===== src/rtl/lpesc_pkg.sv =====
package lpesc_pkg;
   localparam logic [1:0] LN_00 = 2'b00;
   localparam logic [1:0] LN_01 = 2'b01;
   localparam logic [1:0] LN_10 = 2'b10;
   localparam logic [1:0] LN_11 = 2'b11;

   typedef enum logic [3:0] {
      S_WAIT, S_STOP, S_H1, S_HS, S_A1, S_A2, S_E3, S_T3,
      S_CMD, S_LPDT, S_IGN, S_ULPS, S_WAKE
   } lane_st_t;
endpackage


===== src/rtl/lpesc_edge.sv =====
module lpesc_edge (
   input  logic       clk,
   input  logic       rst_n,
   input  logic [1:0] line_i,
   output logic       ev_o
);
   logic [1:0] prev_q;

   always_ff @(posedge clk or negedge rst_n) begin
      if (!rst_n) prev_q <= 2'b11;
      else        prev_q <= line_i;
   end

   assign ev_o = (line_i != prev_q);
endmodule


===== src/rtl/lpesc_bitdec.sv =====
module lpesc_bitdec
   import lpesc_pkg::*;
(
   input  logic       clk,
   input  logic       rst_n,
   input  logic       en_i,
   input  logic       ev_i,
   input  logic [1:0] line_i,
   output logic       bit_vld_o,
   output logic       bit_val_o,
   output logic       dbl_mark_o,
   output logic       exit_o,
   output logic       bad_o
);
   logic mark_q;
   logic val_q;

   always_comb begin
      bit_vld_o  = 1'b0;
      bit_val_o  = val_q;
      dbl_mark_o = 1'b0;
      exit_o     = 1'b0;
      bad_o      = 1'b0;
      if (en_i && ev_i) begin
         case (line_i)
            LN_00: bit_vld_o = mark_q;
            LN_01, LN_10: dbl_mark_o = mark_q;
            default: begin
               if (mark_q && val_q) exit_o = 1'b1;
               else                 bad_o  = 1'b1;
            end
         endcase
      end
   end

   always_ff @(posedge clk or negedge rst_n) begin
      if (!rst_n) begin
         mark_q <= 1'b0;
         val_q  <= 1'b0;
      end else if (!en_i) begin
         mark_q <= 1'b0;
         val_q  <= 1'b0;
      end else if (ev_i) begin
         mark_q <= (line_i == LN_01) || (line_i == LN_10);
         val_q  <= (line_i == LN_10);
      end
   end
endmodule


===== src/rtl/lpesc_shift.sv =====
module lpesc_shift #(
   parameter int W = 8
) (
   input  logic         clk,
   input  logic         rst_n,
   input  logic         clr_i,
   input  logic         bit_vld_i,
   input  logic         bit_i,
   output logic         done_o,
   output logic [W-1:0] byte_o
);
   localparam int CW = $clog2(W);
   localparam logic [CW-1:0] LAST = CW'(W - 1);

   logic [CW-1:0] cnt_q;
   logic [W-2:0]  sr_q;
   logic [W-2:0]  sr_nx;

   generate
      if (W == 2) begin : g_narrow
         assign sr_nx = bit_i;
      end else begin : g_wide
         assign sr_nx = {bit_i, sr_q[W-2:1]};
      end
   endgenerate

   assign done_o = bit_vld_i && (cnt_q == LAST);
   assign byte_o = {bit_i, sr_q};

   always_ff @(posedge clk or negedge rst_n) begin
      if (!rst_n) begin
         cnt_q <= '0;
         sr_q  <= '0;
      end else if (clr_i) begin
         cnt_q <= '0;
      end else if (bit_vld_i) begin
         sr_q  <= sr_nx;
         cnt_q <= done_o ? '0 : cnt_q + 1'b1;
      end
   end
endmodule


===== src/rtl/lpesc_wake.sv =====
module lpesc_wake #(
   parameter int TWAKE_CYC = 50000
) (
   input  logic clk,
   input  logic rst_n,
   input  logic start_i,
   input  logic run_i,
   output logic reached_o
);
   generate
      if (TWAKE_CYC <= 1) begin : g_trivial
         assign reached_o = 1'b1;
      end else begin : g_count
         localparam int CW = $clog2(TWAKE_CYC + 1);
         localparam logic [CW-1:0] LIM = CW'(TWAKE_CYC);
         logic [CW-1:0] cnt_q;

         always_ff @(posedge clk or negedge rst_n) begin
            if (!rst_n)                      cnt_q <= '0;
            else if (start_i)                cnt_q <= CW'(1);
            else if (run_i && cnt_q != LIM)  cnt_q <= cnt_q + 1'b1;
         end

         assign reached_o = (cnt_q == LIM);
      end
   endgenerate
endmodule


===== src/rtl/lpesc_rx.sv =====
module lpesc_rx
   import lpesc_pkg::*;
#(
   parameter int                BYTE_W    = 8,
   parameter int                TWAKE_CYC = 50000,
   parameter logic [BYTE_W-1:0] CMD_ULPS  = BYTE_W'(8'h1E),
   parameter logic [BYTE_W-1:0] CMD_LPDT  = BYTE_W'(8'hE1)
) (
   input  logic              clk,
   input  logic              rst_n,
   input  logic [1:0]        lp_line,
   output logic              hs_start,
   output logic              esc_start,
   output logic              bta_seen,
   output logic              ulps_start,
   output logic              wake_ok,
   output logic              wake_err,
   output logic              esc_exit,
   output logic              cmd_vld,
   output logic [BYTE_W-1:0] cmd_byte,
   output logic              lpd_vld,
   output logic [BYTE_W-1:0] lpd_byte,
   output logic              seq_err
);
   initial begin
      assert (BYTE_W >= 2) else $error("BYTE_W must be at least 2");
      assert (TWAKE_CYC >= 1) else $error("TWAKE_CYC must be at least 1");
      assert (CMD_ULPS != CMD_LPDT) else $error("command codes must differ");
   end

   lane_st_t st_q, st_nx;
   logic ev, esc_en;
   logic bit_vld, bit_val, dbl_mark, exit_req, bad_stop;
   logic byte_done;
   logic [BYTE_W-1:0] byte_w;
   logic wake_start, wake_run, wake_reached;

   logic p_hs, p_esc, p_bta, p_ulps, p_wok, p_werr, p_exit, p_cmd, p_dat, p_err;

   assign esc_en     = (st_q == S_CMD) || (st_q == S_LPDT) || (st_q == S_IGN);
   assign wake_start = (st_q == S_ULPS) && ev && (lp_line == LN_10);
   assign wake_run   = (st_q == S_WAKE) && !ev;

   lpesc_edge u_edge (
      .clk    (clk),
      .rst_n  (rst_n),
      .line_i (lp_line),
      .ev_o   (ev)
   );

   lpesc_bitdec u_bitdec (
      .clk        (clk),
      .rst_n      (rst_n),
      .en_i       (esc_en),
      .ev_i       (ev),
      .line_i     (lp_line),
      .bit_vld_o  (bit_vld),
      .bit_val_o  (bit_val),
      .dbl_mark_o (dbl_mark),
      .exit_o     (exit_req),
      .bad_o      (bad_stop)
   );

   lpesc_shift #(.W(BYTE_W)) u_shift (
      .clk       (clk),
      .rst_n     (rst_n),
      .clr_i     (!esc_en),
      .bit_vld_i (bit_vld),
      .bit_i     (bit_val),
      .done_o    (byte_done),
      .byte_o    (byte_w)
   );

   lpesc_wake #(.TWAKE_CYC(TWAKE_CYC)) u_wake (
      .clk       (clk),
      .rst_n     (rst_n),
      .start_i   (wake_start),
      .run_i     (wake_run),
      .reached_o (wake_reached)
   );

   always_comb begin
      st_nx  = st_q;
      p_hs   = 1'b0;
      p_esc  = 1'b0;
      p_bta  = 1'b0;
      p_ulps = 1'b0;
      p_wok  = 1'b0;
      p_werr = 1'b0;
      p_exit = 1'b0;
      p_cmd  = 1'b0;
      p_dat  = 1'b0;
      p_err  = 1'b0;
      case (st_q)
         S_WAIT: if (lp_line == LN_11) st_nx = S_STOP;
         S_STOP: if (ev) begin
            case (lp_line)
               LN_10:   st_nx = S_A1;
               LN_01:   st_nx = S_H1;
               default: p_err = 1'b1;
            endcase
         end
         S_H1: if (ev) begin
            if (lp_line == LN_00) begin
               p_hs  = 1'b1;
               st_nx = S_HS;
            end else p_err = 1'b1;
         end
         S_HS: if (lp_line == LN_11) st_nx = S_STOP;
         S_A1: if (ev) begin
            if (lp_line == LN_00) st_nx = S_A2;
            else                  p_err = 1'b1;
         end
         S_A2: if (ev) begin
            case (lp_line)
               LN_01:   st_nx = S_E3;
               LN_10:   st_nx = S_T3;
               default: p_err = 1'b1;
            endcase
         end
         S_E3: if (ev) begin
            if (lp_line == LN_00) begin
               p_esc = 1'b1;
               st_nx = S_CMD;
            end else p_err = 1'b1;
         end
         S_T3: if (ev) begin
            if (lp_line == LN_00) begin
               p_bta = 1'b1;
               st_nx = S_WAIT;
            end else p_err = 1'b1;
         end
         S_CMD, S_LPDT, S_IGN: begin
            if (exit_req) begin
               p_exit = 1'b1;
               st_nx  = S_STOP;
            end else if (dbl_mark || bad_stop) begin
               p_err = 1'b1;
            end else if (byte_done) begin
               if (st_q == S_CMD) begin
                  p_cmd = 1'b1;
                  if (byte_w == CMD_ULPS) begin
                     p_ulps = 1'b1;
                     st_nx  = S_ULPS;
                  end else if (byte_w == CMD_LPDT) begin
                     st_nx = S_LPDT;
                  end else begin
                     st_nx = S_IGN;
                  end
               end else if (st_q == S_LPDT) begin
                  p_dat = 1'b1;
               end
            end
         end
         S_ULPS: if (ev) begin
            if (lp_line == LN_10) st_nx = S_WAKE;
            else                  p_err = 1'b1;
         end
         S_WAKE: if (ev) begin
            case (lp_line)
               LN_11: begin
                  p_wok  = wake_reached;
                  p_werr = !wake_reached;
                  st_nx  = S_STOP;
               end
               LN_00:   st_nx = S_ULPS;
               default: p_err = 1'b1;
            endcase
         end
         default: st_nx = S_WAIT;
      endcase
      if (p_err) st_nx = S_WAIT;
   end

   always_ff @(posedge clk or negedge rst_n) begin
      if (!rst_n) begin
         st_q       <= S_WAIT;
         hs_start   <= 1'b0;
         esc_start  <= 1'b0;
         bta_seen   <= 1'b0;
         ulps_start <= 1'b0;
         wake_ok    <= 1'b0;
         wake_err   <= 1'b0;
         esc_exit   <= 1'b0;
         cmd_vld    <= 1'b0;
         cmd_byte   <= '0;
         lpd_vld    <= 1'b0;
         lpd_byte   <= '0;
         seq_err    <= 1'b0;
      end else begin
         st_q       <= st_nx;
         hs_start   <= p_hs;
         esc_start  <= p_esc;
         bta_seen   <= p_bta;
         ulps_start <= p_ulps;
         wake_ok    <= p_wok;
         wake_err   <= p_werr;
         esc_exit   <= p_exit;
         cmd_vld    <= p_cmd;
         lpd_vld    <= p_dat;
         seq_err    <= p_err;
         if (p_cmd) cmd_byte <= byte_w;
         if (p_dat) lpd_byte <= byte_w;
      end
   end
endmodule


===== config.mk =====
export PLATFORM = sky130hd
export DESIGN_NAME = lpesc_rx
export DESIGN_NICKNAME = d
export VERILOG_FILES = /design/src/rtl/lpesc_pkg.sv /design/src/rtl/lpesc_edge.sv /design/src/rtl/lpesc_bitdec.sv /design/src/rtl/lpesc_shift.sv /design/src/rtl/lpesc_wake.sv /design/src/rtl/lpesc_rx.sv
export SDC_FILE = /design/constraint.sdc
export NUM_CORES = 1
export LEC_CHECK = 0
export ABC_AREA = 1
export ABC_CLOCK_PERIOD_IN_PS = 4300
export BUFFER_PORTS_ARGS = -buffer_cell sky130_fd_sc_hd__clkbuf_2
export CORE_ASPECT_RATIO = 0.7
export CORE_MARGIN = 2
export CORE_UTILIZATION = 45
export CTS_CLUSTER_SIZE = 8
export DETAILED_ROUTE_END_ITERATION = 10
export PLACE_DENSITY = 0.63
export REMOVE_ABC_BUFFERS = 1
export SYNTH_ARGS = -nofsm -noshare
export SYNTH_HDL_FRONTEND = slang
export SYNTH_SLANG_ARGS = --single-unit

===== constraint.sdc =====
create_clock -name clk -period 4.3 [get_ports clk]
set_input_delay 1.075 -clock clk [delete_from_list [all_inputs] [get_ports clk]]
set_output_delay 1.075 -clock clk [all_outputs]
set_load 0.02 [all_outputs]

==> results by stage <==
Worst setup path:
- The worst-path maximum fanout is 19.
- The startpoint of the worst setup timing path is lp_line[0].
- The critical path is of the in -> reg type.
- Data on the critical path arrives at its endpoint at 3110 ps.
- In this design, the stage delay of the slowest critical-path cell is 540 ps.
- The startpoint identified for the worst register-to-register timing path is u_edge.prev_q[0]$_DFF_PN1_.
- By instance count, the cell type seen most on the critical path is nand2_1.
- The number of buffer and inverter stages on the critical path is 2.
- The critical path goes through clkbuf_2 > inv_1 > nand2_1 > nand2_1 > nand2_2 > nand2_1 > nor3_4 > nand2_4 > nor2_2 > nand3_2 > nand2_1 > o21ai_2.
- The launching element type of the critical path is an input port.
- The kind of cell adding the most delay to the critical path is simple AND/OR/NAND/NOR gates.
- STA puts the critical path data required time at 4520 ps.
- The critical-path cell with the highest stage delay is nor3_4.
- The capturing element type of the critical path is a register.

Pwr:
- Registers are responsible for 40.0% of the overall power.
- Cell internal power was estimated by the tool at 1.069 mW.
- The worst ir drop on vdd is 0.0002707 V.
- The switching part of the total is 34.65%.
- The clock network burns 33.9% of the power.
- The power per standard cell area is 444.0 nW/um2.
- The static leakage power is 1.935 nW.
- The analysis attributes to net switching a power of 566.8 uW.
- The combinational share of power is 26.1%.
- The design draws 1.636 mW.

Place:
- The estimated wirelength of the detail-placed design is 5336 um.
- The port buffer count is 29.
- The routability congestion estimate is 0.9211.
- The total instance count after detailed placement is 527.

Yosys:
- The count of cell types in the netlist is 36.
- The sequential-to-total area share from yosys stat is 46.50%.
- Yosys printed 0 warnings.
- dfrtp_1 takes more of the synthesized area than any other cell.
- The total of flip-flops plus latches after synthesis is 60.
- Sorting the synthesized cells by area gives the leading types as dfrtp_1, nand2_1, inv_1, nor2_1, o21ai_2.
- Dividing the synthesized area by the synthesized cell count gives 7.927 um2.
- In the synthesized netlist, the number of instances is 408.
- The fraction of post-synthesis cell area in the top cell type by area is 44.87%.
- The combined area of all synthesized cells is 3234 um2.

Route:
- Dividing the detail-routed via count by the number of cells gives 5.099.
- The remaining design rule violation count is 0.
- In this run, the number of DRC markers left after iteration 0 of detailed routing was 185.
- The detail route stage leaves a number of antenna-violating nets equal to 0.
- The average detailed-routed wire length per instance is 13.32 um.
- The pre-antenna-repair detailed-routing pass consisted of 5 iterations.
- The total detailed-routing wirelength is 7232 um.
- The total via count after detailed routing is 2769.

Job:
- The total of max-cap violations is 0.

Timing:
- Based on the critical path, the design can be clocked at up to 345.7 MHz.
- The tightest hold path in the finished design has a slack of 484.5 ps.
- The final-layout setup total negative slack is 0 ps.
- The slew at the pin closest to its max-slew limit is 768.2 ps.
- The number of hold violations in the final report came to 0.
- The final count of pins violating max slew is 0.
- The worst slew slack as a fraction of its limit is 48.79%.
- Between clock sinks in the finished design, the worst skew comes to 10.82 ps.
- The number of setup violations in the final report is 0.
- Setup repair after global routing left no endpoint under its margin.
- Of the available clock period, the critical path in the final layout requires 67.27%.
- The minimum clock period after layout is 2893 ps.

Die:
- For this design the top-level I/O count stands at 30.
- Measured along the x axis, the die boundary spans 105.3 um.
- The core box area is 6850 um2.
- After floorplanning, the core was divided into 25 placement rows.
- The die is 74.93 um tall.
- The die covers 7892 um2.
- The initial utilization of the core area, before any placement, comes to 47.21%.

GRT:
- The number of global-route vias before repair came to 2563.
- The total overflow left after global routing is 0.
- The largest net degree at the start of global routing is 32.
- In the global route stage, overall resource usage came out at 20.27%.
- The first global-routing pass estimated 12410 um of wire.
- The number of antenna violations at the first check in global routing was 0.

Clock network:
- The clock latency on the worst-skew pair is 340 ps.
- Once the clock tree was built, the setup fixing pass inserted 0 buffers.
- The post-CTS resize count is 0.
- The CTS sink count is 60.
- The H-tree was split into 3 levels.
- The clock tree from TritonCTS is built.
- Counting the buffers created by CTS gives 9.
- The root buffer cell is clkbuf_8.
- The clock-pin transition on the worst setup and hold timing paths is 70 ps.
- The number of buffers added to fix hold violations after cts is 0.
- The clock passes through at most 2 buffers.

Cells and area:
- After the flow finishes, the layout carries non-filler instances totaling 543.
- Of the cells placed in the final design, the portion with a size suffix greater than 1 is 16.93%.
- The diode insertion count for antenna repair is 0.
- The area added between synthesis and finish is 13.93%.
- The final layout contains 456 nets.
- The most common cell after layout, fill and taps aside is nand2_1.
- The top cell types in the final layout, fill and taps aside, are nand2_1, dfrtp_1, inv_1, nor2_1, clkbuf_2.

Hold path:
- In this run the worst hold path is classified as reg -> reg.
- The worst hold path begins at cmd_byte[4]$_DFFE_PN0P_.

Status:
- The run finished with clean final reports.
==> through the flow <==
stage                     instance area [um2]  setup slack [ps]  util, %
after floorplan                          3198              1603        -
after global placement                   3468              1143    50.63
after global routing                     3685              1141    53.79
after CTS                                3685              1405    53.79
final                                    3685              1407    53.79
after detailed placement                 3468              1056    50.63
==> power groups by stage <==
stage,sequential (mW),combinational (mW),clock [mW]
global placement,0.663,0.416,0
floorplan,0.656,0.322,0
global route,0.664,0.494,0.593
finish,0.654,0.428,0.554
detailed placement,0.663,0.422,0
CTS,0.653,0.424,0.567
==> synthesized netlist by cell type (all sizes together) <==
cell type and instances:
a21oi 8, a32o 2, and3 1, buf 4, clkbuf 1, dfrtp 58
dfstp 2, ha 8, inv 55, nand2 118, nand3 27, nand3b 1
nand4 9, nor2 49, nor3 11, nor3b 1, nor4 5, o2111ai 1
o21ai 29, o22a 1, o22ai 2, o31ai 6, or2 1, xnor2 1
xor2 7
==> cell type report <==
| class | count | area (um2) |
|---|---|---|
| Clock inverter | 6 | 88.84 |
| Inverter | 55 | 206.4 |
| Clock buffer | 10 | 127.6 |
| Multi-Input combinational cell | 288 | 1488 |
| Tap cell | 94 | 117.6 |
| Sequential cell | 60 | 1504 |
| Fill cell | 638 | 3166 |
| Timing Repair Buffer | 30 | 152.6 |
==> logic make-up (layout without fill, tap and decap cells) <==
kind of cell | after synthesis | after routing | synth area share [%]
and+or+nand+nor | 223 | 223 | 30.33
AOI/OAI and AO/OA | 49 | 49 | 10.41
DFF | 60 | 60 | 46.50
adders and majority gates | 8 | 8 | 3.095
xor gates and xnor gates | 8 | 8 | 2.166
buffers and inverters | 60 | 101 | 7.505
==> registers in the layout, indices dropped and copies added, names as in the netlist, 2 cells and up <==
register              flops
u_wake.g_count.cnt_q     16
cmd_byte                  8
lpd_byte                  8
u_shift.cnt_q             3
u_edge.prev_q             2
u_shift.sr_q              7
st_q                      4
==> final timing paths <==
check,end,slack [ps],cells past startpoint
max,lpd_byte[4]$_DFFE_PN0P_,1410,12
min,cmd_byte[4]$_DFFE_PN0P_,480,2
max reg2reg,lpd_byte[4]$_DFFE_PN0P_,1830,11
min reg2reg,cmd_byte[4]$_DFFE_PN0P_,480,2
max in group asynchronous,lpd_byte[6]$_DFFE_PN0P_,2620,2
min in group asynchronous,cmd_byte[6]$_DFFE_PN0P_,810,1
==> worst min-delay path, delay by kind of cell, from the launching register on <==
kind | cells | cell delay (ps)
AOI/OAI and AO/OA | 1 | 50
DFF | 1 | 350
and+or+nand+nor | 1 | 60
==> layer usage <==
layer / vias up / routed length (um) / share of wire [%] / global-route usage, %
met5: - / 0 / 0 / 0
met4: 0 / 54 / 0.75 / 5.481
met3: 8 / 463 / 6.4 / 6.234
met2: 83 / 3114 / 43 / 29.68
met1: 1288 / 3599 / 50 / 29.37
li1: 1390 / - / - / -
No activity file was read; power rests on OpenSTA's default activity.
